==> src/rtl/xlat_pkg.sv <==
package xlat_pkg;
  // Page-table entry word layout (field positions are decoded by the walker)
  localparam int PTE_W = 32;
  localparam int PTE_V = 31;
  localparam int PTE_R = 30;
  localparam int PTE_D = 29;

  typedef enum logic [2:0] {
    ST_IDLE,
    ST_READ_PTE,
    ST_WAIT_PTE,
    ST_WRITE_PTE,
    ST_REFILL
  } walk_st_e;
endpackage

==> src/rtl/xlat_cam.sv <==
module xlat_cam #(
  parameter int ENTRIES = 8,
  parameter int VPN_W   = 20,
  parameter int PPN_W   = 18,
  localparam int IDX_W  = $clog2(ENTRIES)
) (
  input  logic             clk,
  input  logic             rst_n,
  input  logic             flush,
  input  logic [VPN_W-1:0] lk_vpn,
  output logic             lk_hit,
  output logic [IDX_W-1:0] lk_idx,
  output logic [PPN_W-1:0] lk_ppn,
  output logic             lk_dirty,
  input  logic             wr_en,
  input  logic [IDX_W-1:0] wr_idx,
  input  logic [VPN_W-1:0] wr_vpn,
  input  logic [PPN_W-1:0] wr_ppn,
  input  logic             wr_dirty,
  input  logic             inv_en,
  input  logic [IDX_W-1:0] inv_idx,
  output logic [ENTRIES-1:0] valid_vec
);
  logic [ENTRIES-1:0] vld_q;
  logic [VPN_W-1:0]   tag_q   [ENTRIES];
  logic [PPN_W-1:0]   ppn_q   [ENTRIES];
  logic               dirty_q [ENTRIES];
  logic [ENTRIES-1:0] match;

  for (genvar i = 0; i < ENTRIES; i++) begin : g_cmp
    assign match[i] = vld_q[i] && (tag_q[i] == lk_vpn);
  end

  always_comb begin
    lk_idx = '0;
    for (int i = 0; i < ENTRIES; i++) begin
      if (match[i]) lk_idx = IDX_W'(i);
    end
  end

  assign lk_hit    = |match;
  assign lk_ppn    = ppn_q[lk_idx];
  assign lk_dirty  = dirty_q[lk_idx];
  assign valid_vec = vld_q;

  always_ff @(posedge clk or negedge rst_n) begin
    if (!rst_n) begin
      vld_q <= '0;
    end else if (flush) begin
      vld_q <= '0;
    end else begin
      if (inv_en) vld_q[inv_idx] <= 1'b0;
      if (wr_en)  vld_q[wr_idx]  <= 1'b1;
    end
  end

  always_ff @(posedge clk) begin
    if (wr_en && !flush) begin
      tag_q[wr_idx]   <= wr_vpn;
      ppn_q[wr_idx]   <= wr_ppn;
      dirty_q[wr_idx] <= wr_dirty;
    end
  end

  AST_SINGLE_MATCH: assert property (@(posedge clk) disable iff (!rst_n)
    $onehot0(match));
  AST_FLUSH_EMPTIES: assert property (@(posedge clk) disable iff (!rst_n)
    flush |=> (vld_q == '0));
endmodule

==> src/rtl/xlat_lru.sv <==
module xlat_lru #(
  parameter int ENTRIES = 8,
  localparam int IDX_W  = $clog2(ENTRIES)
) (
  input  logic               clk,
  input  logic               rst_n,
  input  logic               touch_en,
  input  logic [IDX_W-1:0]   touch_idx,
  input  logic [ENTRIES-1:0] valid_vec,
  output logic [IDX_W-1:0]   victim_idx
);
  // age 0 = most recent, ENTRIES-1 = least recent; ages stay a permutation
  logic [IDX_W-1:0] age_q [ENTRIES];
  logic [IDX_W-1:0] ref_age;

  assign ref_age = age_q[touch_idx];

  always_ff @(posedge clk or negedge rst_n) begin
    if (!rst_n) begin
      for (int i = 0; i < ENTRIES; i++) age_q[i] <= IDX_W'(i);
    end else if (touch_en) begin
      for (int i = 0; i < ENTRIES; i++) begin
        if (touch_idx == IDX_W'(i))   age_q[i] <= '0;
        else if (age_q[i] < ref_age)  age_q[i] <= age_q[i] + 1'b1;
      end
    end
  end

  always_comb begin
    logic found;
    found      = 1'b0;
    victim_idx = '0;
    for (int i = 0; i < ENTRIES; i++) begin
      if (!found && !valid_vec[i]) begin
        victim_idx = IDX_W'(i);
        found      = 1'b1;
      end
    end
    if (!found) begin
      for (int i = 0; i < ENTRIES; i++) begin
        if (age_q[i] == IDX_W'(ENTRIES - 1)) victim_idx = IDX_W'(i);
      end
    end
  end

  for (genvar v = 0; v < ENTRIES; v++) begin : g_perm
    logic [ENTRIES-1:0] eq;
    for (genvar i = 0; i < ENTRIES; i++) begin : g_eq
      assign eq[i] = (age_q[i] == IDX_W'(v));
    end
    AST_AGE_PERM: assert property (@(posedge clk) disable iff (!rst_n)
      $countones(eq) == 1);
  end
endmodule

==> src/rtl/xlat_walker.sv <==
module xlat_walker
  import xlat_pkg::*;
#(
  parameter int PA_W  = 30,
  parameter int VPN_W = 20,
  parameter int PPN_W = 18,
  parameter int IDX_W = 3
) (
  input  logic             clk,
  input  logic             rst_n,
  input  logic             flush,
  input  logic             start,
  input  logic [VPN_W-1:0] start_vpn,
  input  logic             start_write,
  input  logic             start_resident,
  input  logic [IDX_W-1:0] start_idx,
  input  logic [PA_W-1:0]  ptbr,
  output logic             busy,
  output logic             mem_req,
  output logic             mem_we,
  output logic [PA_W-1:0]  mem_addr,
  output logic [PTE_W-1:0] mem_wdata,
  input  logic             mem_gnt,
  input  logic             mem_rvalid,
  input  logic [PTE_W-1:0] mem_rdata,
  input  logic [IDX_W-1:0] victim_idx,
  output logic             inst_en,
  output logic [IDX_W-1:0] inst_idx,
  output logic [VPN_W-1:0] inst_vpn,
  output logic [PPN_W-1:0] inst_ppn,
  output logic             inst_dirty,
  output logic             inv_en,
  output logic [IDX_W-1:0] inv_idx,
  output logic             done,
  output logic             done_fault,
  output logic [PPN_W-1:0] done_ppn
);
  localparam int PAD_W = PA_W - VPN_W - 2;

  walk_st_e         st_q, st_d;
  logic [VPN_W-1:0] vpn_q;
  logic             wr_q, res_q, kill_q;
  logic [IDX_W-1:0] idx_q;
  logic [PA_W-1:0]  addr_q;
  logic [PTE_W-1:0] pte_q, upd_pte;
  logic             rd_ok, fault_now;

  always_comb begin
    upd_pte        = mem_rdata;
    upd_pte[PTE_R] = 1'b1;
    if (wr_q) upd_pte[PTE_D] = 1'b1;
  end

  assign rd_ok     = (st_q == ST_WAIT_PTE) && mem_rvalid;
  assign fault_now = rd_ok && !mem_rdata[PTE_V];

  always_comb begin
    st_d = st_q;
    unique case (st_q)
      ST_IDLE:      if (start) st_d = ST_READ_PTE;
      ST_READ_PTE:  if (mem_gnt) st_d = ST_WAIT_PTE;
      ST_WAIT_PTE: begin
        if (mem_rvalid) begin
          if (!mem_rdata[PTE_V])        st_d = ST_IDLE;
          else if (upd_pte != mem_rdata) st_d = ST_WRITE_PTE;
          else                           st_d = ST_REFILL;
        end
      end
      ST_WRITE_PTE: if (mem_gnt) st_d = ST_REFILL;
      ST_REFILL:    st_d = ST_IDLE;
      default:      st_d = ST_IDLE;
    endcase
  end

  always_ff @(posedge clk or negedge rst_n) begin
    if (!rst_n) begin
      st_q   <= ST_IDLE;
      vpn_q  <= '0;
      wr_q   <= 1'b0;
      res_q  <= 1'b0;
      idx_q  <= '0;
      kill_q <= 1'b0;
      addr_q <= '0;
      pte_q  <= '0;
    end else begin
      st_q <= st_d;
      if (st_q == ST_IDLE && start) begin
        vpn_q  <= start_vpn;
        wr_q   <= start_write;
        res_q  <= start_resident;
        idx_q  <= start_idx;
        kill_q <= 1'b0;
        addr_q <= ptbr + {{PAD_W{1'b0}}, start_vpn, 2'b00};
      end else if (flush && st_q != ST_IDLE) begin
        kill_q <= 1'b1;
      end
      if (rd_ok) pte_q <= upd_pte;
    end
  end

  assign busy       = (st_q != ST_IDLE);
  assign mem_req    = (st_q == ST_READ_PTE) || (st_q == ST_WRITE_PTE);
  assign mem_we     = (st_q == ST_WRITE_PTE);
  assign mem_addr   = addr_q;
  assign mem_wdata  = pte_q;

  assign inst_en    = (st_q == ST_REFILL) && !kill_q && !flush;
  assign inst_idx   = res_q ? idx_q : victim_idx;
  assign inst_vpn   = vpn_q;
  assign inst_ppn   = pte_q[PPN_W-1:0];
  assign inst_dirty = pte_q[PTE_D];

  assign inv_en     = fault_now && res_q && !kill_q && !flush;
  assign inv_idx    = idx_q;

  assign done       = fault_now || (st_q == ST_REFILL);
  assign done_fault = fault_now;
  assign done_ppn   = pte_q[PPN_W-1:0];

  AST_MEM_HOLD: assert property (@(posedge clk) disable iff (!rst_n)
    (mem_req && !mem_gnt) |=> (mem_req && $stable(mem_addr) && $stable(mem_we)));
  AST_VALID_INSTALL: assert property (@(posedge clk) disable iff (!rst_n)
    inst_en |-> pte_q[PTE_V]);
  AST_WB_MARKS: assert property (@(posedge clk) disable iff (!rst_n)
    (mem_req && mem_we) |-> (mem_wdata[PTE_R] && (!wr_q || mem_wdata[PTE_D])));
endmodule

==> src/rtl/xlat_tlb.sv <==
module xlat_tlb
  import xlat_pkg::*;
#(
  parameter int ENTRIES   = 8,
  parameter int VA_W      = 32,
  parameter int PA_W      = 30,
  parameter int PAGE_BITS = 12
) (
  input  logic             clk,
  input  logic             rst_n,
  input  logic             flush,
  input  logic [PA_W-1:0]  ptbr,
  input  logic             req_valid,
  output logic             req_ready,
  input  logic [VA_W-1:0]  req_vaddr,
  input  logic             req_write,
  output logic             rsp_valid,
  input  logic             rsp_ready,
  output logic [PA_W-1:0]  rsp_paddr,
  output logic             rsp_fault,
  output logic             mem_req,
  input  logic             mem_gnt,
  output logic             mem_we,
  output logic [PA_W-1:0]  mem_addr,
  output logic [PTE_W-1:0] mem_wdata,
  input  logic             mem_rvalid,
  input  logic [PTE_W-1:0] mem_rdata
);
  localparam int VPN_W = VA_W - PAGE_BITS;
  localparam int PPN_W = PA_W - PAGE_BITS;
  localparam int IDX_W = $clog2(ENTRIES);

  logic [VPN_W-1:0]     req_vpn;
  logic                 lk_hit, lk_dirty;
  logic [IDX_W-1:0]     lk_idx, victim_idx;
  logic [PPN_W-1:0]     lk_ppn;
  logic [ENTRIES-1:0]   valid_vec;
  logic                 busy, req_fire, need_walk, hit_fire;
  logic                 inst_en, inst_dirty, inv_en;
  logic [IDX_W-1:0]     inst_idx, inv_idx;
  logic [VPN_W-1:0]     inst_vpn;
  logic [PPN_W-1:0]     inst_ppn, done_ppn;
  logic                 done, done_fault;
  logic [PAGE_BITS-1:0] ofs_q;

  assign req_vpn   = req_vaddr[VA_W-1:PAGE_BITS];
  assign req_ready = !busy && !flush && (!rsp_valid || rsp_ready);
  assign req_fire  = req_valid && req_ready;
  assign need_walk = !lk_hit || (req_write && !lk_dirty);
  assign hit_fire  = req_fire && !need_walk;

  xlat_cam #(.ENTRIES(ENTRIES), .VPN_W(VPN_W), .PPN_W(PPN_W)) u_cam (
    .clk       (clk),
    .rst_n     (rst_n),
    .flush     (flush),
    .lk_vpn    (req_vpn),
    .lk_hit    (lk_hit),
    .lk_idx    (lk_idx),
    .lk_ppn    (lk_ppn),
    .lk_dirty  (lk_dirty),
    .wr_en     (inst_en),
    .wr_idx    (inst_idx),
    .wr_vpn    (inst_vpn),
    .wr_ppn    (inst_ppn),
    .wr_dirty  (inst_dirty),
    .inv_en    (inv_en),
    .inv_idx   (inv_idx),
    .valid_vec (valid_vec)
  );

  xlat_lru #(.ENTRIES(ENTRIES)) u_lru (
    .clk        (clk),
    .rst_n      (rst_n),
    .touch_en   (hit_fire || inst_en),
    .touch_idx  (hit_fire ? lk_idx : inst_idx),
    .valid_vec  (valid_vec),
    .victim_idx (victim_idx)
  );

  xlat_walker #(.PA_W(PA_W), .VPN_W(VPN_W), .PPN_W(PPN_W), .IDX_W(IDX_W)) u_walk (
    .clk            (clk),
    .rst_n          (rst_n),
    .flush          (flush),
    .start          (req_fire && need_walk),
    .start_vpn      (req_vpn),
    .start_write    (req_write),
    .start_resident (lk_hit),
    .start_idx      (lk_idx),
    .ptbr           (ptbr),
    .busy           (busy),
    .mem_req        (mem_req),
    .mem_we         (mem_we),
    .mem_addr       (mem_addr),
    .mem_wdata      (mem_wdata),
    .mem_gnt        (mem_gnt),
    .mem_rvalid     (mem_rvalid),
    .mem_rdata      (mem_rdata),
    .victim_idx     (victim_idx),
    .inst_en        (inst_en),
    .inst_idx       (inst_idx),
    .inst_vpn       (inst_vpn),
    .inst_ppn       (inst_ppn),
    .inst_dirty     (inst_dirty),
    .inv_en         (inv_en),
    .inv_idx        (inv_idx),
    .done           (done),
    .done_fault     (done_fault),
    .done_ppn       (done_ppn)
  );

  always_ff @(posedge clk or negedge rst_n) begin
    if (!rst_n) begin
      rsp_valid <= 1'b0;
      rsp_paddr <= '0;
      rsp_fault <= 1'b0;
      ofs_q     <= '0;
    end else begin
      if (req_fire) ofs_q <= req_vaddr[PAGE_BITS-1:0];
      if (rsp_valid && rsp_ready) rsp_valid <= 1'b0;
      if (hit_fire) begin
        rsp_valid <= 1'b1;
        rsp_paddr <= {lk_ppn, req_vaddr[PAGE_BITS-1:0]};
        rsp_fault <= 1'b0;
      end else if (done) begin
        rsp_valid <= 1'b1;
        rsp_paddr <= done_fault ? '0 : {done_ppn, ofs_q};
        rsp_fault <= done_fault;
      end
    end
  end

  AST_RSP_HOLD: assert property (@(posedge clk) disable iff (!rst_n)
    (rsp_valid && !rsp_ready) |=> (rsp_valid && $stable(rsp_paddr) && $stable(rsp_fault)));
  AST_HIT_NEXT: assert property (@(posedge clk) disable iff (!rst_n)
    (req_valid && req_ready && lk_hit && (!req_write || lk_dirty))
      |=> (rsp_valid && !rsp_fault && !mem_req));
  AST_NO_ACCEPT_BUSY: assert property (@(posedge clk) disable iff (!rst_n)
    mem_req |-> !req_ready);
endmodule

==> config.mk <==
export PLATFORM = sky130hd
export DESIGN_NAME = xlat_tlb
export DESIGN_NICKNAME = d
export VERILOG_FILES = /design/src/rtl/xlat_pkg.sv /design/src/rtl/xlat_cam.sv /design/src/rtl/xlat_lru.sv /design/src/rtl/xlat_walker.sv /design/src/rtl/xlat_tlb.sv
export SDC_FILE = /design/constraint.sdc
export NUM_CORES = 1
export LEC_CHECK = 0
export BUFFER_PORTS_ARGS = -buffer_cell sky130_fd_sc_hd__clkbuf_2
export CAP_MARGIN = 10
export CORE_MARGIN = 10
export CORE_UTILIZATION = 53
export DETAILED_ROUTE_END_ITERATION = 10
export PLACE_DENSITY_LB_ADDON = 0.08
export SYNTH_ARGS = -nofsm -noshare
export SYNTH_HDL_FRONTEND = slang
export SYNTH_SLANG_ARGS = --single-unit
==> constraint.sdc <==
create_clock -name clk -period 6.7 [get_ports clk]
set_input_delay 1.34 -clock clk [delete_from_list [all_inputs] [get_ports clk]]
set_output_delay 1.34 -clock clk [all_outputs]
set_load 0.02 [all_outputs]
==> flow_metrics.py <==
metrics = {
    "pwr": {
        "irDropWorstVdd_uv": 276,
        "finalPower_mw": 9.10,
        "power_switching_share": 0.318,
        "power_density_nw_per_um2": 354,
        "p_int_mw": 6.20,
        "power.switching_mw": 2.89,
        "seqPwrFrac": 0.486,
        "leakage_nw": 9.83,
        "power_frac_comb": 0.205,
        "p_clk_frac": 0.309,
    },
    "worst_setup_path": {
        "setup.worst_path.class": "input port to register",
        "required_ns": 7.23,
        "path_cells": "clkbuf_2 > xnor2_1 > nand3_1 > nor4_1 > o211ai_1 > a311oi_1 > o211ai_1 > a21oi_4 > mux2_4 > and2_1 > o22ai_1 > nor3_1 > a21oi_1 > buf_4 > ha_1 > or2_2 > a21oi_1 > a21o_1 > buf_4 > mux2i_1",
        "crit_path_end_kind": "register",
        "arrival_ns": 6.32,
        "crit_fanout": 10,
        "worstSetupStartpointType": "input port",
        "cpPeakStageDelay_ns": 0.57,
        "critPathSlowestCell": "xnor2_1",
    },
    "clock_network": {
        "clk_pin_slew_ns": 0.06,
        "cts_tree": "built",
        "clock_tree.root_cell": "clkbuf_16",
        "tritoncts.num_buffers": 51,
        "htreeDepth": 2,
        "clkLatencyLatePin_ns": 0.61,
        "ctsHoldBuffers": 0,
        "cts_max_path_buffers": 3,
        "cts_resized": 0,
        "clock_sinks": 479,
        "cts_setup_buffers": 0,
    },
    "placement": {
        "gp_congestion": 0.946,
        "port_buffers": 198,
        "hpwl_um": 42400,
        "post-place-ws_ns": 0.320,
        "numPlacedInstances": 2454,
        "place_area_um2": 24000,
    },
    "floorplanning": {
        "fp.coreArea_um2": 41900,
        "die_w_um": 225,
        "start_util": 0.534,
        "dieArea_um2": 50800,
        "rows": 75,
        "die_h_um": 225,
        "ios": 199,
    },
    "run_status": {
        "status": "complete, no violations",
    },
    "final_layout": {
        "drive_gt1_frac": 0.239,
        "regArea_um2": 13600,
        "area_growth_pct": 15.1,
        "multi_input_area_um2": 8310,
        "antenna_cells": 0,
        "fillers": 3289,
        "nets": 2115,
        "final_util": 0.615,
        "final_cells": 2550,
        "stdcell_area_um2": 25700,
    },
    "timing": {
        "fin_crit_sh": 0.865,
        "finClkSkew_ns": 0.0286,
        "hold_slack_ns": 0.473,
        "max_freq_ghz": 0.173,
        "hold_viol": 0,
        "rsz0062_at_grt": "no",
        "fin_setup_tns_ns": 0,
        "slew_headroom": 0.354,
        "period_needed_ns": 5.79,
        "setup_ws_ns": 0.907,
        "finalSetupViolations": 0,
        "slew_viol_final": 0,
        "tightest_slew_ns": 0.958,
    },
    "grt": {
        "antenna_found_initial": 0,
        "grt_first_pass_wirelength_um": 93300,
        "grt_overflow": 0,
        "grtUsageTotal": 0.243,
        "grt_pass1_vias": 14626,
        "grt_start_max_net_pins": 113,
    },
    "synthesis": {
        "netlist.area_leader.share": 0.419,
        "synth_area_leaders": "edfxtp_1, dfrtp_1, xnor2_1",
        "synth_fa_ha_area_frac": 0.0255,
        "syn_inst": 1747,
        "yosysSeqAreaShare": 0.607,
        "synth_ff_type": "edfxtp_1",
        "synth_xor_area_frac": 0.0729,
        "synth-edff-count": 312,
        "ys_warn_count": 0,
        "synth-seq-cells": 479,
        "synthSimpleGateAreaFrac": 0.117,
        "synth_cell_types": 83,
        "muxShareOfSynthArea": 0.0801,
        "syn_nets": 1894,
        "synthesis.area_um2": 22300,
        "synth_compound_area_frac": 0.0723,
        "synth_top_family_by_area": "simple AND/OR/NAND/NOR gates",
        "synth_top_area_cell": "edfxtp_1",
        "syn_avg_cell_area_um2": 12.8,
        "async_flop_share": 0.349,
    },
    "drt": {
        "drc": 0,
        "vias": 14747,
        "via_per_inst": 5.78,
        "drt_pass1_iterations": 5,
        "final_antenna_net_count": 0,
        "finalWirelength_um": 61200,
        "drtIter0Drc": 1466,
        "wire_per_inst_um": 24.0,
    },
    "min_path": {
        "hold_class": "register to register",
    },
    "job": {
        "cap_violations": 0,
    },
}
==> registers in the layout (all words and copies together), names as in the netlist, 8 cells and up <==
signal,cells
u_cam.valid_vec,8
u_walk.mem_wdata,32
u_walk.mem_addr,30
u_lru.age_q,24
u_cam.dirty_q,8
rsp_paddr,30
ofs_q,12
u_walk.inst_vpn,20
u_cam.tag_q,160
u_cam.ppn_q,144
==> power by group through the flow <==
stage	logic [mW]	registers (mW)	clock network [mW]
global placement	1.85	4.46	0
CTS	1.89	4.43	2.86
floorplan	0.950	4.56	0
detailed placement	1.88	4.49	0
global route	2.05	4.50	2.98
finish	1.86	4.42	2.81
==> final timing paths <==
check / endpoint / from / cells after the start / slack, ns
max: u_lru.age_q[2]$_DFFE_PN1P_ / req_vaddr[23] / 20 / 0.91
max reg2reg: u_lru.age_q[2]$_DFFE_PN1P_ / u_cam.tag_q[1][11]$_DFFE_PP_ / 19 / 1.64
min in group asynchronous: u_walk.mem_addr[27]$_DFFE_PN0P_ / rst_n / 1 / 0.87
max in group asynchronous: rsp_paddr[18]$_DFFE_PN0P_ / rst_n / 2 / 4.44
min reg2reg: u_walk.mem_addr[18]$_DFFE_PN0P_ / u_walk.mem_addr[18]$_DFFE_PN0P_ / 2 / 0.47
min: u_walk.mem_addr[18]$_DFFE_PN0P_ / u_walk.mem_addr[18]$_DFFE_PN0P_ / 2 / 0.47
==> layout make-up <==
class | instances | share of cell area
Clock buffer | 67 | 0.0551
Clock inverter | 29 | 0.0101
Inverter | 34 | 0.00496
Multi-Input combinational cell | 1157 | 0.323
Sequential cell | 479 | 0.527
Tap cell | 539 | 0.0262
Timing Repair Buffer | 245 | 0.0531
==> layout by cell type, fill, tap and decap left out, types with 13 or more instances in the layout <==
cell type  Yosys  layout
mux4_2        17      17
nor2b_1       15      15
clkinv_2       0      13
clkbuf_16      0      52
nor4_1        19      18
nor2_1        88      80
nand4_1       48      48
inv_1         34      34
dfrtp_1      155     155
buf_4          7      46
a21oi_1       81      81
edfxtp_1     312     312
xnor2_1      131     131
ha_1          44      44
xor2_1        42      42
nor3_1        17      16
o21ai_0       69      68
a211oi_1      28      28
nand3_1       27      27
nand2_1      241     241
mux2i_1       60      60
mux2_2        57      57
clkbuf_2       0     197
==> Yosys cell counts (all sizes together) (9+ instances only) <==
master,instances
o22ai,13
nand3,27
mux2,63
dfrtp,155
o21a,9
nor2,88
and2,10
nand4,48
dfstp,12
inv,34
edfxtp,312
o21ai,70
a21oi,83
mux2i,64
or2,12
nand2b,13
xnor2,138
mux4,17
nor4,24
nor2b,15
a211oi,31
ha,44
nand2,243
xor2,42
clkbuf,37
buf,39
nor3,17
==> critical path, delay by kind of cell <==
kind                     cells  cell delay (ns)
adder cells (fa/ha/maj)      1             0.21
buffers and inverters        3             0.56
multiplexers                 2             0.54
AO/OA/AOI/OAI                8             1.89
XOR/XNOR                     1             0.57
AND/OR/NAND/NOR              5             1.18
==> kinds of logic after synthesis <==
logic type      count (synthesis)
simple gates                  541
flops                         479
compound gates                247
xor+xnor                      180
mux                           144
buf+inv                       111
fa+ha+maj                      45
==> metal layers <==
layer	routed length (µm)	part of all wire	track usage	up-vias
li1	-	-	-	6801
met1	27500	0.45	0.347	7407
met2	28800	0.47	0.385	455
met3	3760	0.061	0.0315	84
met4	1170	0.019	0.0612	0
met5	0	0	0	-
Note: power is estimated with default switching activity, not from simulation.
